$ cat src/rtl/vend_pkg.sv
package vend_pkg;
    localparam int LEVELS = 4;
    localparam int BIN_W  = $clog2(LEVELS);

    localparam logic [BIN_W-1:0] BIN_C0  = 2'b00;
    localparam logic [BIN_W-1:0] BIN_C15 = 2'b11;
    localparam logic [LEVELS-1:0] OH_C0  = 4'b0001;

    typedef struct packed {
        logic [BIN_W-1:0] st;
    } bin_regs_t;

    typedef struct packed {
        logic [LEVELS-1:0] st;
    } oh_regs_t;

    typedef struct packed {
        logic opn;
    } out_regs_t;

    // qualified coin strobes: simultaneous pulses count as nothing
    typedef struct packed {
        logic five;
        logic ten;
    } coin_t;

    function automatic coin_t qualify(input logic nick, input logic dime);
        coin_t c;
        c.five = nick & ~dime;
        c.ten  = dime & ~nick;
        return c;
    endfunction
endpackage

$ cat src/rtl/vend_state_bin.sv
module vend_state_bin
    import vend_pkg::*;
(
    input  logic clk,
    input  logic rst,
    input  logic nick,
    input  logic dime,
    output logic full_now,
    output logic full_next
);
    bin_regs_t r_q, r_d;
    coin_t     c;
    logic      q1, q0;

    always_comb begin
        c  = qualify(nick, dime);
        q1 = r_q.st[1];
        q0 = r_q.st[0];
        r_d.st[1] = q1 | c.ten | (q0 & c.five);
        r_d.st[0] = (~q0 & c.five) | (q0 & ~c.five) | (q1 & c.five) | (q1 & c.ten);
        if (rst) r_d.st = BIN_C0;
    end

    always_ff @(posedge clk) begin
        r_q <= r_d;
    end

    assign full_now  = (r_q.st == BIN_C15);
    assign full_next = r_d.st[1] & r_d.st[0];

    AST_BIN_RST: assert property (@(posedge clk) rst |=> r_q.st == BIN_C0);
    AST_BIN_IDLE: assert property (@(posedge clk) disable iff (rst)
        (!nick && !dime) |=> $stable(r_q.st));
    AST_BIN_BOTH: assert property (@(posedge clk) disable iff (rst)
        (nick && dime) |=> $stable(r_q.st));
    AST_BIN_STICKY: assert property (@(posedge clk) disable iff (rst)
        (r_q.st == BIN_C15) |=> (r_q.st == BIN_C15));
endmodule

$ cat src/rtl/vend_state_oh.sv
module vend_state_oh
    import vend_pkg::*;
(
    input  logic clk,
    input  logic rst,
    input  logic nick,
    input  logic dime,
    output logic full_now,
    output logic full_next
);
    oh_regs_t r_q, r_d;
    coin_t    c;
    logic     idle;

    always_comb begin
        c    = qualify(nick, dime);
        idle = ~c.five & ~c.ten;
        r_d.st[0] = r_q.st[0] & idle;
        r_d.st[1] = (r_q.st[0] & c.five) | (r_q.st[1] & idle);
        r_d.st[2] = (r_q.st[0] & c.ten) | (r_q.st[1] & c.five) | (r_q.st[2] & idle);
        r_d.st[3] = (r_q.st[1] & c.ten) | (r_q.st[2] & c.ten)
                  | (r_q.st[2] & c.five) | r_q.st[3];
        if (rst) r_d.st = OH_C0;
    end

    always_ff @(posedge clk) begin
        r_q <= r_d;
    end

    assign full_now  = r_q.st[LEVELS-1];
    assign full_next = r_d.st[LEVELS-1];

    AST_OH_RST: assert property (@(posedge clk) rst |=> r_q.st == OH_C0);
    AST_OH_ONE: assert property (@(posedge clk) disable iff (rst)
        $countones(r_q.st) == 1);
    AST_OH_IDLE: assert property (@(posedge clk) disable iff (rst)
        (!nick && !dime) |=> $stable(r_q.st));
    AST_OH_BOTH: assert property (@(posedge clk) disable iff (rst)
        (nick && dime) |=> $stable(r_q.st));
endmodule

$ cat src/rtl/vend_open_stage.sv
module vend_open_stage
    import vend_pkg::*;
#(
    parameter bit REG_OUT = 1'b0
) (
    input  logic clk,
    input  logic rst,
    input  logic full_now,
    input  logic full_next,
    output logic open_o
);
    generate
        if (REG_OUT) begin : g_reg
            out_regs_t o_q, o_d;
            always_comb begin
                o_d.opn = full_next & ~rst;
            end
            always_ff @(posedge clk) begin
                o_q <= o_d;
            end
            assign open_o = o_q.opn;
            AST_REG_EDGE_ONLY: assert property (@(posedge clk) disable iff (rst)
                $stable(full_now) |=> (open_o == full_now));
        end else begin : g_dec
            assign open_o = full_now & ~rst;
        end
    endgenerate

    AST_OPEN_CLR: assert property (@(posedge clk) rst |=> !open_o);
    AST_OPEN_STICKY: assert property (@(posedge clk) disable iff (rst)
        open_o |=> open_o);
    AST_OPEN_FOLLOWS: assert property (@(posedge clk) disable iff (rst)
        full_next |=> open_o);
endmodule

$ cat src/rtl/vend_ctrl.sv
module vend_ctrl
    import vend_pkg::*;
#(
    parameter bit ONE_HOT = 1'b0,
    parameter bit REG_OUT = 1'b0
) (
    input  logic clk,
    input  logic rst,
    input  logic nickel_i,
    input  logic dime_i,
    output logic open_o
);
    logic full_now, full_next;

    generate
        if (ONE_HOT) begin : g_oh
            vend_state_oh u_state (
                .clk(clk), .rst(rst), .nick(nickel_i), .dime(dime_i),
                .full_now(full_now), .full_next(full_next)
            );
        end else begin : g_bin
            vend_state_bin u_state (
                .clk(clk), .rst(rst), .nick(nickel_i), .dime(dime_i),
                .full_now(full_now), .full_next(full_next)
            );
        end
    endgenerate

    vend_open_stage #(.REG_OUT(REG_OUT)) u_out (
        .clk(clk), .rst(rst), .full_now(full_now), .full_next(full_next),
        .open_o(open_o)
    );
endmodule

$ cat config.mk
export PLATFORM = sky130hd
export DESIGN_NAME = vend_ctrl
export DESIGN_NICKNAME = d
export VERILOG_FILES = /design/src/rtl/vend_pkg.sv /design/src/rtl/vend_state_bin.sv /design/src/rtl/vend_state_oh.sv /design/src/rtl/vend_open_stage.sv /design/src/rtl/vend_ctrl.sv
export SDC_FILE = /design/constraint.sdc
export NUM_CORES = 1
export LEC_CHECK = 0
export ABC_AREA = 1
export BUFFER_PORTS_ARGS = -buffer_cell sky130_fd_sc_hd__buf_2
export CAP_MARGIN = 20
export CORE_AREA = 2 2 39 41
export CTS_CLUSTER_DIAMETER = 40
export DETAILED_ROUTE_END_ITERATION = 6
export DIE_AREA = 0 0 41 43
export PLACE_DENSITY_LB_ADDON = 0.1
export SLEW_MARGIN = 20
export SYNTH_ARGS = -nofsm -noshare
export SYNTH_HDL_FRONTEND = slang
export SYNTH_HIERARCHICAL = 1
export SYNTH_SLANG_ARGS = --single-unit
export TNS_END_PERCENT = 100
$ cat constraint.sdc
create_clock -name clk -period 2.1 [get_ports clk]
set_input_delay 0.105 -clock clk [delete_from_list [all_inputs] [get_ports clk]]
set_output_delay 0.105 -clock clk [all_outputs]
set_load 0.02 [all_outputs]
**Word-level counts from Yosys, hierarchy flattened**

Index checks and enable logic that the tools add are counted.

- Bits in registers: 2
- Input bits: 4
- Output and inout bits: 1
- Logic and storage cells: 20

- Equality and inequality tests: 1
- Bitwise operators: 18

Operators with widths:

| kind | count |
|---|---|
| 1-bit AND | 8 |
| 1-bit inverter | 5 |
| 1-bit OR | 5 |
| 2-bit equality test (second input constant) | 1 |

**Longest topological paths before layout**

- Depth in word-level cells: 7
- Depth in mapped cells: 7
- Mapped depth without buffers: 7

**Hierarchy**

Netlist, hierarchy kept.

Modules (own cells, without submodules):

| module | times used | cells an instance | area an instance (sq um) | sequential area each (sq um) |
|---|---|---|---|---|
| vend_state_bin | 1 | 25 | 140.1 | 40.0 |
| vend_open_stage | 1 | 2 | 10.0 | 0.0 |

**Worst setup path before layout**

No wires, ideal clock.

- Path kind: register -> register
- From: register g_bin.u_state/r_q[0] (netlist bit)
- To: register g_bin.u_state/r_q[0] (netlist bit)
- Library setup time: 109 ps
- Arrival: 773 ps
- Required time: 1991 ps
- Slack: 1219 ps
- Stages on the path, launching flop included: 6
- Buffers on the path: 0
- Period minus slack after synthesis: 881 ps
- Cell sequence: dfxtp_1 > ha_1 > inv_1 > nand3_1 > nand2_1 > inv_1

- Cells in the longest elaborated chain, start to end: 5
- Elaborated cells on any way between the ends: 6
- Classes of those cells: bitwise: 6

Ends and longest elaborated chain:

| what | line | RTL |
|---|---|---|
| from (decl) | vend_state_bin.sv:11 | `bin_regs_t r_q, r_d;` |
| from (signal assigned) | vend_state_bin.sv:25 | `r_q <= r_d;` |
| 1-bit inverter | vend_state_bin.sv:20 | `r_d.st[0] = (~q0 & c.five) \| (q0 & ~c.five) \| (q1 & c.five) \| (q1 & c.ten);` |
| 1-bit AND | vend_state_bin.sv:20 |  |
| 1-bit OR (*) (3 in a row) | vend_state_bin.sv:20 |  |

Mark *: on every way between the ends. The rest lies on a longest branch, timed or not.
A chain may end at the register's enable or synchronous reset.

**Final worst setup path**

- From: register g_bin.u_state/r_q[1] (netlist bit)
- To: output port open_o

- Cells in the longest elaborated chain, start to end: 2

Ends and longest elaborated chain:

| what | line | RTL |
|---|---|---|
| 2-bit equality test | vend_state_bin.sv:28 | `assign full_now = (r_q.st == BIN_C15);` |
| via full_now | vend_ctrl.sv:13 | `logic full_now, full_next;` |
| 1-bit AND | vend_open_stage.sv:25 | `assign open_o = full_now & ~rst;` |
| to (decl) | vend_ctrl.sv:11 | `output logic open_o` |

The timed path passes the listed nets, and every way through them passes these cells.

==> results.cfg <==
[place]
io_buffers = 4
hpwl_um = 220
place_congestion = 0.670
dp_cells = 43

[final_layout]
finalNonFillerCells = 46
largest_reg_flops = 2
synthToLayoutAreaGrowth_pct = 46.3
largest-register = g_bin.u_state/r_q
largest_registers = g_bin.u_state/r_q (2)
drive_above_1_share_pct = 26.7
antenna_cells = 0
fin_nets = 37

[grt]
overflow = 0
grt_pass1_vias = 164
grt_usage_pct = 5.20
antenna_found_initial = 0
grt_max_degree = 5
grt_pass1_wl_um = 538

[drt]
drt-initial-drc-count = 1
post_drt_wl_per_cell_um = 6.48
ant_nets = 0
wl_met1_um = 151
num_vias = 140
routed_wl_um = 298
drc = 0
viasPerCell = 3.04
wl_met3_um = 16
drt_pass1_iterations = 2
met2_length_um = 129
top_layer_used = met3

[die]
core_area_um2 = 1380
io_pins = 5
die_h_um = 43
start_util_pct = 9.76
dieArea_um2 = 1760
num_rows = 14
die_w_um = 41

[power]
power.density_nw_per_um2 = 758
switching_share_pct = 23.8
p_leak_nw = 0.127
switchingPower_uw = 35.7
power_frac_seq_pct = 30.2
irDropWorstVdd_mv = 0.249
p_clk_share_pct = 56.4
pwr-share-comb_pct = 13.4
p_int_uw = 114

[cts]
clkTransAtPathRegs_ns = 0.03
cts_tree = yes
holdBufCountCts = 0
post-cts-setup-buffers = 0
cts-root-buf = clkbuf_4
cts_made_buffers = 3
clock_latency_ns = 0.22
cts_resized = 0
htree_levels = 1
clock_path_buffers = 2
clock_sinks = 2

[sta]
fin_skew_ns = 0.00236
slew_headroom_pct = 90.9
rsz0062_at_grt = no
finalSetupTns_ns = 0
final_hold_viol_count = 0
hold_slack_ns = 0.164
period_share_pct = 51.2
worst-slew-pin-transition_ns = 0.136
fin_crit_ns = 1.08
fmax_mhz = 929
setup_viol = 0
final_max_slew_viol_count = 0

[logic_synthesis]
syn_inst = 23
ys_warn_count = 6
synth.net_count = 28
synth_area_um2 = 135
synth_area_per_cell_um2 = 5.88

[setup_path]
r2r_slack_ns = 1.20
cp-start-kind = flop
cp_data_arrival_time_ns = 0.97
crit_path_end_kind = primary output
crit_required_ns = 2.00
startpoint = g_bin.u_state/r_q[1]
worstPathMaxFanout = 4
reg2reg_from = g_bin.u_state/r_q[0]
crit_type = reg -> out

[run_status]
status = finished, final reports clean

[worst_hold_path]
hp-start = rst
min_path_type = in -> reg

[run]
maxCapViolCount = 0
==> worst max-delay path: stages, from the launching register on <==
cell and delay (ns):
dfxtp_1 0.36, nand2_1 0.07, inv_1 0.06, inv_1 0.04, nor2_2 0.06, buf_2 0.16
==> layout by cell type (no fill, tap or decap) <==
cell	instances
buf_2	4
clkbuf_4	3
dfxtp_1	2
ha_1	1
inv_1	10
nand2_1	4
nand3_1	4
nor2_1	1
nor2_2	1
==> final cells by class <==
cell class,count,area [um2]
Fill cell,162,1190
Multi-Input combinational cell,11,57.6
Sequential cell,2,40.0
Inverter,10,37.5
Clock buffer,3,22.5
Timing Repair Buffer,4,20.0
Tap cell,16,20.0
==> routing by layer <==
metal | vias to the layer above | track usage [%]
met5 | - | 0
met4 | 0 | 8.00
met3 | 0 | 3.14
met2 | 3 | 6.56
met1 | 58 | 4.13
li1 | 79 | -
==> power by group through the flow <==
| stage | sequential, mW | combinational (mW) | clock [mW] |
|---|---|---|---|
| after global placement | 0.0458 | 0.0199 | 0 |
| after detailed placement | 0.0459 | 0.0204 | 0 |
| after floorplan | 0.0449 | 0.0137 | 0 |
| final | 0.0453 | 0.0201 | 0.0845 |
| after global routing | 0.0459 | 0.0237 | 0.0954 |
| after CTS | 0.0454 | 0.0206 | 0.0927 |
==> worst paths after layout <==
check	to	depth (start not counted)
max	open_o	5
min	g_bin.u_state/r_q[0]	4
max reg2reg	g_bin.u_state/r_q[0]	5
min reg2reg	g_bin.u_state/r_q[1]	4
==> metrics by stage <==
stage | util, % | instance area (um2) | setup WS (ns) | power, mW
global route | 14.3 | 198 | 0.939 | 0.165
floorplan | - | 135 | 1.24 | 0.0586
finish | 14.3 | 198 | 1.02 | 0.150
global placement | 12.7 | 175 | 1.18 | 0.0657
detailed placement | 12.7 | 175 | 1.17 | 0.0663
CTS | 14.3 | 198 | 1.00 | 0.159
(Power assumes the default switching activity.)
